`src/rtl/sar_pkg.sv`:
```
package sar_pkg;

  typedef enum logic [2:0] {
    ST_IDLE,
    ST_ACQ,
    ST_DISCH,
    ST_BITS,
    ST_RECOV
  } seq_state_t;

  localparam int unsigned MAX_ACQ_TICKS = 20;

  // Number of automatic acquisition ticks for each 3-bit code.
  function automatic int unsigned acq_len(input logic [2:0] code);
    case (code)
      3'd0:    return 0;
      3'd1:    return 2;
      3'd2:    return 4;
      3'd3:    return 6;
      3'd4:    return 8;
      3'd5:    return 12;
      3'd6:    return 16;
      default: return 20;
    endcase
  endfunction

endpackage

```
`src/rtl/sar_ctrl_reg.sv`:
```
module sar_ctrl_reg #(
  parameter int ACQ_W = 3
) (
  input  logic             clk,
  input  logic             rst_n,
  input  logic             wr_ctrl,
  input  logic             wr_on,
  input  logic             wr_go,
  input  logic [ACQ_W-1:0] wr_acq,
  input  logic             clr_flag,
  input  logic             conv_active,
  input  logic             conv_end,
  output logic             adc_on,
  output logic             go,
  output logic [ACQ_W-1:0] acq_sel,
  output logic             done_flag,
  output logic             abort_evt
);

  // Abort: software drops go (or powers down) while a sequence runs.
  assign abort_evt = wr_ctrl & conv_active & ~(wr_on & wr_go);

  always_ff @(posedge clk) begin
    if (!rst_n) begin
      adc_on    <= 1'b0;
      go        <= 1'b0;
      acq_sel   <= '0;
      done_flag <= 1'b0;
    end else begin
      if (wr_ctrl) begin
        adc_on  <= wr_on;
        acq_sel <= wr_acq;
        // go may only be set when the converter was already on before this write
        go      <= wr_on & wr_go & adc_on;
      end else if (conv_end) begin
        go <= 1'b0;
      end
      if (conv_end)      done_flag <= 1'b1;
      else if (clr_flag) done_flag <= 1'b0;
    end
  end

  p_go_needs_on_r9: assert property (@(posedge clk) disable iff (!rst_n)
    (wr_ctrl && !adc_on) |=> !go);

  p_flag_sticky_r10: assert property (@(posedge clk) disable iff (!rst_n)
    (done_flag && !clr_flag) |=> done_flag);

endmodule

```
`src/rtl/sar_fsm.sv`:
```
module sar_fsm
  import sar_pkg::*;
#(
  parameter int RES_W       = 10,
  parameter int ACQ_W       = 3,
  parameter int RECOV_TICKS = 2
) (
  input  logic             clk,
  input  logic             rst_n,
  input  logic             tick,
  input  logic             go,
  input  logic             adc_on,
  input  logic [ACQ_W-1:0] acq_sel,
  input  logic             abort_evt,
  output logic             sample_closed,
  output logic             discharge,
  output logic             bit_phase,
  output logic [$clog2(RES_W)-1:0] bit_idx,
  output logic             conv_end,
  output logic             conv_active
);

  localparam int IDX_W = $clog2(RES_W);
  localparam int CNT_MAX = (MAX_ACQ_TICKS > RECOV_TICKS) ? MAX_ACQ_TICKS : RECOV_TICKS;
  localparam int CNT_W = $clog2(CNT_MAX + 1);

  seq_state_t       st;
  logic [CNT_W-1:0] cnt;

  assign sample_closed = (st == ST_IDLE) || (st == ST_ACQ) || (st == ST_RECOV);
  assign discharge     = (st == ST_DISCH);
  assign bit_phase     = (st == ST_BITS);
  assign conv_active   = (st == ST_ACQ) || (st == ST_DISCH) || (st == ST_BITS);
  assign conv_end      = bit_phase & tick & (bit_idx == '0) & ~abort_evt;

  always_ff @(posedge clk) begin
    if (!rst_n) begin
      st      <= ST_IDLE;
      cnt     <= '0;
      bit_idx <= '0;
    end else if (conv_active && abort_evt) begin
      st  <= ST_RECOV;
      cnt <= CNT_W'(RECOV_TICKS - 1);
    end else begin
      case (st)
        ST_IDLE: if (go && adc_on) begin
          if (acq_len(acq_sel) == 0) st <= ST_DISCH;
          else begin
            st  <= ST_ACQ;
            cnt <= CNT_W'(acq_len(acq_sel) - 1);
          end
        end
        ST_ACQ: if (tick) begin
          if (cnt == '0) st <= ST_DISCH;
          else           cnt <= cnt - 1'b1;
        end
        ST_DISCH: if (tick) begin
          st      <= ST_BITS;
          bit_idx <= IDX_W'(RES_W - 1);
        end
        ST_BITS: if (tick) begin
          if (bit_idx == '0) begin
            st  <= ST_RECOV;
            cnt <= CNT_W'(RECOV_TICKS - 1);
          end else begin
            bit_idx <= bit_idx - 1'b1;
          end
        end
        ST_RECOV: if (tick) begin
          if (cnt == '0) st <= ST_IDLE;
          else           cnt <= cnt - 1'b1;
        end
        default: st <= ST_IDLE;
      endcase
    end
  end

  p_bits_follow_disch_r3: assert property (@(posedge clk) disable iff (!rst_n)
    (st == ST_BITS && $past(st) != ST_BITS) |-> ($past(st) == ST_DISCH && $past(tick)));

  p_hold_without_tick_r12: assert property (@(posedge clk) disable iff (!rst_n)
    (!tick && !abort_evt && st != ST_IDLE) |=> (st == $past(st)));

  p_recov_full_r8: assert property (@(posedge clk) disable iff (!rst_n)
    (st == ST_IDLE && $past(st) == ST_RECOV) |-> ($past(cnt) == '0 && $past(tick)));

endmodule

```
`src/rtl/sar_trial.sv`:
```
module sar_trial #(
  parameter int RES_W = 10
) (
  input  logic                     clk,
  input  logic                     rst_n,
  input  logic                     tick,
  input  logic                     cmp_in,
  input  logic                     discharge,
  input  logic                     bit_phase,
  input  logic [$clog2(RES_W)-1:0] bit_idx,
  input  logic                     conv_end,
  input  logic                     sw_wr,
  input  logic [RES_W-1:0]         sw_data,
  output logic [RES_W-1:0]         dac_code,
  output logic [RES_W-1:0]         result
);

  localparam int IDX_W = $clog2(RES_W);

  logic [RES_W-1:0] work;

  // Code presented to the DAC: decided bits plus the bit under trial.
  function automatic logic [RES_W-1:0] trial_code(input logic [RES_W-1:0] code,
                                                  input logic [IDX_W-1:0] idx);
    logic [RES_W-1:0] r;
    r      = code;
    r[idx] = 1'b1;
    return r;
  endfunction

  // Keep the trial bit when the input is at or above the DAC level.
  function automatic logic [RES_W-1:0] decide(input logic [RES_W-1:0] code,
                                              input logic [IDX_W-1:0] idx,
                                              input logic cmp);
    logic [RES_W-1:0] r;
    r      = code;
    r[idx] = cmp;
    return r;
  endfunction

  assign dac_code = bit_phase ? trial_code(work, bit_idx) : '0;

  always_ff @(posedge clk) begin
    if (!rst_n) begin
      work   <= '0;
      result <= '0;
    end else begin
      if (discharge)              work <= '0;
      else if (bit_phase && tick) work <= decide(work, bit_idx, cmp_in);
      if (conv_end)   result <= decide(work, bit_idx, cmp_in);
      else if (sw_wr) result <= sw_data;
    end
  end

  p_result_only_on_end_r7: assert property (@(posedge clk) disable iff (!rst_n)
    (!conv_end && !sw_wr) |=> $stable(result));

endmodule

```
`src/rtl/sar_seq.sv`:
```
module sar_seq #(
  parameter int RES_W       = 10,
  parameter int ACQ_W       = 3,
  parameter int RECOV_TICKS = 2
) (
  input  logic             clk,
  input  logic             rst_n,
  input  logic             tad_tick,
  input  logic             ctl_wr,
  input  logic             ctl_on,
  input  logic             ctl_go,
  input  logic [ACQ_W-1:0] ctl_acq,
  input  logic             res_wr,
  input  logic [RES_W-1:0] res_wdata,
  input  logic             flag_clr,
  input  logic             cmp_in,
  output logic [RES_W-1:0] dac_code,
  output logic             sample_closed,
  output logic             discharge,
  output logic             adc_on,
  output logic             busy,
  output logic             done_flag,
  output logic [RES_W-1:0] result
);

  localparam int IDX_W = $clog2(RES_W);

  logic             go;
  logic [ACQ_W-1:0] acq_sel;
  logic             abort_evt;
  logic             conv_end;
  logic             conv_active;
  logic             bit_phase;
  logic [IDX_W-1:0] bit_idx;

  assign busy = go;

  sar_ctrl_reg #(.ACQ_W(ACQ_W)) u_ctrl (
    .clk(clk), .rst_n(rst_n),
    .wr_ctrl(ctl_wr), .wr_on(ctl_on), .wr_go(ctl_go), .wr_acq(ctl_acq),
    .clr_flag(flag_clr), .conv_active(conv_active), .conv_end(conv_end),
    .adc_on(adc_on), .go(go), .acq_sel(acq_sel),
    .done_flag(done_flag), .abort_evt(abort_evt)
  );

  sar_fsm #(.RES_W(RES_W), .ACQ_W(ACQ_W), .RECOV_TICKS(RECOV_TICKS)) u_fsm (
    .clk(clk), .rst_n(rst_n), .tick(tad_tick),
    .go(go), .adc_on(adc_on), .acq_sel(acq_sel), .abort_evt(abort_evt),
    .sample_closed(sample_closed), .discharge(discharge),
    .bit_phase(bit_phase), .bit_idx(bit_idx),
    .conv_end(conv_end), .conv_active(conv_active)
  );

  sar_trial #(.RES_W(RES_W)) u_trial (
    .clk(clk), .rst_n(rst_n), .tick(tad_tick), .cmp_in(cmp_in),
    .discharge(discharge), .bit_phase(bit_phase), .bit_idx(bit_idx),
    .conv_end(conv_end), .sw_wr(res_wr), .sw_data(res_wdata),
    .dac_code(dac_code), .result(result)
  );

  p_complete_r6: assert property (@(posedge clk) disable iff (!rst_n)
    conv_end |=> (done_flag && !busy && sample_closed));

  p_abort_drops_busy_r7: assert property (@(posedge clk) disable iff (!rst_n)
    abort_evt |=> (!busy && sample_closed));

endmodule

```
`config.mk`:
```
export PLATFORM = sky130hd
export DESIGN_NAME = sar_seq
export DESIGN_NICKNAME = d
export VERILOG_FILES = /design/src/rtl/sar_pkg.sv /design/src/rtl/sar_ctrl_reg.sv /design/src/rtl/sar_fsm.sv /design/src/rtl/sar_trial.sv /design/src/rtl/sar_seq.sv
export SDC_FILE = /design/constraint.sdc
export NUM_CORES = 1
export LEC_CHECK = 0
export BUFFER_PORTS_ARGS = -buffer_cell sky130_fd_sc_hd__buf_2
export CAP_MARGIN = 20
export CORE_UTILIZATION = 30
export CTS_CLUSTER_DIAMETER = 30
export DETAILED_ROUTE_END_ITERATION = 6
export PLACE_DENSITY_LB_ADDON = 0.12
export SYNTH_ARGS = -nofsm -noshare
export SYNTH_HDL_FRONTEND = slang
export SYNTH_SLANG_ARGS = --single-unit
```
`constraint.sdc`:
```
create_clock -name clk -period 2.2 [get_ports clk]
set_input_delay 0 -clock clk [delete_from_list [all_inputs] [get_ports clk]]
set_output_delay 0 -clock clk [all_outputs]
set_load 0.01 [all_outputs]
```
==> metrics.md <==
| Metric | Value |
|---|---|
| CP Capture Type | `flop` |
| Pre-CTS WS | `0.1557 ns` |
| Seq cells post-synth | `38` |
| Total gr overflow | `0` |
| Clock latency on the worst-skew pair | `0.29 ns` |
| Synthesis-to-layout area growth | `24.47%` |
| Final period utilization | `92.15%` |
| Initial antenna violation count | `0` |
| Root Driver | `clkbuf_8` |
| CP arrival | `2.25 ns` |
| Startpoint Class | `flop` |
| Clk buf depth | `2` |
| Final setup violation count | `0` |
| Largest net degree at the start of global routing | `20` |
| Clk_skew | `0.004168 ns` |
| CTS tree | `yes` |
| Clk sink count | `38` |
| Placed wire-length estimate | `4097 um` |
| Slowest Stage Delay on Critical Path | `0.50 ns` |
| Dpl cell area | `0.002566 mm^2` |
| Peak VDD IR | `0.0002691 V` |
| Yosys cell types | `53` |
| Cell Area, Synth | `0.002193 mm^2` |
| Fmax | `0.4933 GHz` |
| Buffers added on ports | `46` |
| Pins over their slew limit | `0` |
| Crit Path Category | `flop to flop` |
| Routed len/inst | `13.41 um` |
| Synth Instances | `267` |
| DIE AREA | `0.007657 mm^2` |
| Max-cap violations | `0` |
| Combinational power share | `23.5%` |
| Register area share after synthesis | `34.68%` |
| Rows | `30` |
| Syn_nets | `295` |
| CP Cell Sequence | `inv_1 -> ha_1 -> or3b_1 -> a32oi_2 -> o21ai_2 -> or4b_1 -> o21ai_1` |
| Fill cells | `728` |
| First-pass GRT wire length | `9321 um` |
| DRC violations left | `0` |
| Setup TNS | `0 ns` |
| Syn. warnings | `0` |
| Power Dens Cells | `649.4 mW/mm^2` |
| Vias in the first global route | `1921` |
| Ports | `47` |
| CP delay by family, top | `simple AND/OR/NAND/NOR gates` |
| Hold Vio Cnt, Final | `0` |
| Sw power | `0.5263 mW` |
| Number of CTS-inserted buffers | `5` |
| Worst slew pin tran | `0.5421 ns` |
| # diodes | `0` |
| Post-CTS Setup Bufs | `0` |
| Fraction of layout cells with a size suffix above 1 | `23.99%` |
| Setup WS post-layout | `0.1727 ns` |
| Final min period | `2.027 ns` |
| Design Area, Final | `0.002730 mm^2` |
| Worst hold path class | `input port to flop` |
| Core area | `0.006944 mm^2` |
| ANT nets after route | `0` |
| Total number of vias | `2051` |
| H-tree Lvls | `2` |
| Die height | `87.51 um` |
| Pre-antenna DRT Iters | `4` |
| Placer congestion estimate | `0.7509` |
| Multi-input logic area | `0.001324 mm^2` |
| Critical Path Slowest Stage Cell | `or4b_1` |
| Register area | `760.7 um^2` |
| Die width | `87.51 um` |
| Final net count | `348` |
| EDFF count, synth | `0` |
| Routed wire length | `5591 um` |
| Unrepaired setup endpoints after global routing | `false` |
| Initial Util | `31.59%` |
| Ys flop type | `dfxtp_1` |
| Cell-internal power | `1.247 mW` |
| Lkg Pwr | `1.119 nW` |
| Crit path buf inv count | `1` |
| Clock share of power | `33.6%` |
| First DRT Iteration DRCs | `92` |
| Routed vias/inst | `4.918` |
| Worst EP required | `2.43 ns` |
| Synth Area per Inst | `8.215 um^2` |
| Status | `complete, no violations` |
| GRT Util Overall | `15.72%` |
| Fraction of registers with async set/reset | `0%` |
| Max-slew headroom | `63.78%` |
| CP max FO | `5` |
| Worst-path clk slew | `0.08 ns` |
| Net switching fraction of the power | `29.68%` |
| Flop pwr share | `42.8%` |
[power groups by stage]
stage / Combinational, mW / Sequential [mW] / Clock [mW]
2_1_floorplan: 0.293 / 0.765 / 0
6_report: 0.417 / 0.759 / 0.596
4_1_cts: 0.420 / 0.759 / 0.613
5_1_grt: 0.469 / 0.767 / 0.638
3_3_place_gp: 0.413 / 0.776 / 0
3_5_place_dp: 0.411 / 0.775 / 0
[worst paths after layout]
check	startpoint	endpoint	slack (ns)	depth (start not counted)
max	u_fsm.bit_idx[1]	u_fsm.cnt[1]	0.17	7
min reg2reg	u_fsm.cnt[1]	u_fsm.cnt[1]	0.48	2
min	ctl_go	u_ctrl.go	0.01	3
max reg2reg	u_fsm.bit_idx[1]	u_fsm.cnt[1]	0.17	7
[routing by layer]
layer  track usage [%]  wire length [um]  vias to the layer above
met3             3.318               243                        6
li1                  -                 -                     1070
met2             22.09              2237                       39
met1             23.81              3047                      936
met4             4.471                63                        0
met5                 0                 0                        -
[state kept, by name, summed over array words and instances, names as in the netlist]
| name | cells |
|---|---|
| u_ctrl.adc_on | 1 |
| u_trial.work | 10 |
| u_fsm.bit_idx | 4 |
| u_ctrl.acq_sel | 3 |
| u_ctrl.go | 1 |
| u_trial.result | 10 |
| u_fsm.st | 3 |
| u_fsm.cnt | 5 |
| u_ctrl.done_flag | 1 |
[through the flow]
step                      std cells  hold WS, ns  power (mW)  utilization (%)
after global placement          404       0.2376       1.189            36.96
after global routing            417      0.03469       1.874            39.32
final                           417      0.01447       1.773            39.32
after detailed placement        404       0.2476       1.186            36.96
after floorplan                 267       0.1312       1.058                -
after CTS                       417     0.006936       1.793            39.32
[final cells by class]
class                           count  share of cell area, %
Clock buffer                        5                  2.521
Clock inverter                      3                  1.650
Inverter                            7                 0.9624
Multi-Input combinational cell    203                  48.49
Sequential cell                    38                  27.86
Tap cell                           96                  4.400
Timing Repair Buffer               65                  14.12
[cells in the mapped netlist (2+ instances only)]
master    instances  area share (%)
nand2b_1          4             1.1
o21ai_0           4            0.91
a21oi_1          18             4.1
clkbuf_1         11             1.9
o211ai_1          3             1.0
dfxtp_1          38              35
xnor2_1           3             1.2
ha_1              6             3.4
inv_1             7             1.2
buf_2             5             1.1
o21ai_1           2            0.46
nor3_1            7             1.6
nand3_1           3            0.68
nand2_1          21             3.6
nor4_1            2            0.57
nor2_1           38             6.5
xor2_1            2            0.80
mux2i_1          19             8.7
a211oi_1         30              10
nor2b_1          11             3.1
[what timing repair did]
item,in CTS,in global routing
endpoints found under the hold margin,5,0
gates resized for setup,0,1
endpoints found under the setup margin,0,1
hold buffers,5,0
[cells in the final DEF, fill, tap and decap left out, drive strengths merged, types with 2 or more instances in the layout]
cell type,n
nand2,21
a21oi,18
clkinvlp,2
dlygate4sd3,5
o211ai,3
a2111oi,2
nor4,2
ha,6
o21ai,7
inv,7
xnor2,3
dfxtp,38
buf,60
nor2b,11
clkbuf,5
a211oi,31
xor2,2
nand2b,4
nor3,7
mux2i,19
nor2,39
nand3b,2
nand3,3
[logic make-up after synthesis]
kind of cell               after synthesis  synth area share, %
AOI/OAI and AO/OA                       73                23.85
xor gates and xnor gates                 5                1.997
adders and majority gates                6                3.423
buffers and inverters                   26                4.963
DFF                                     38                34.68
muxes                                   19                8.671
and+or+nand+nor                        100                22.42
[tightest hold or removal path, delay by kind of cell]
family / cells / cell delay, ns
compound gates: 1 / 0.05
buf+inv: 1 / 0.12
simple gates: 1 / 0.08
Power figures use the tool's default switching activity.
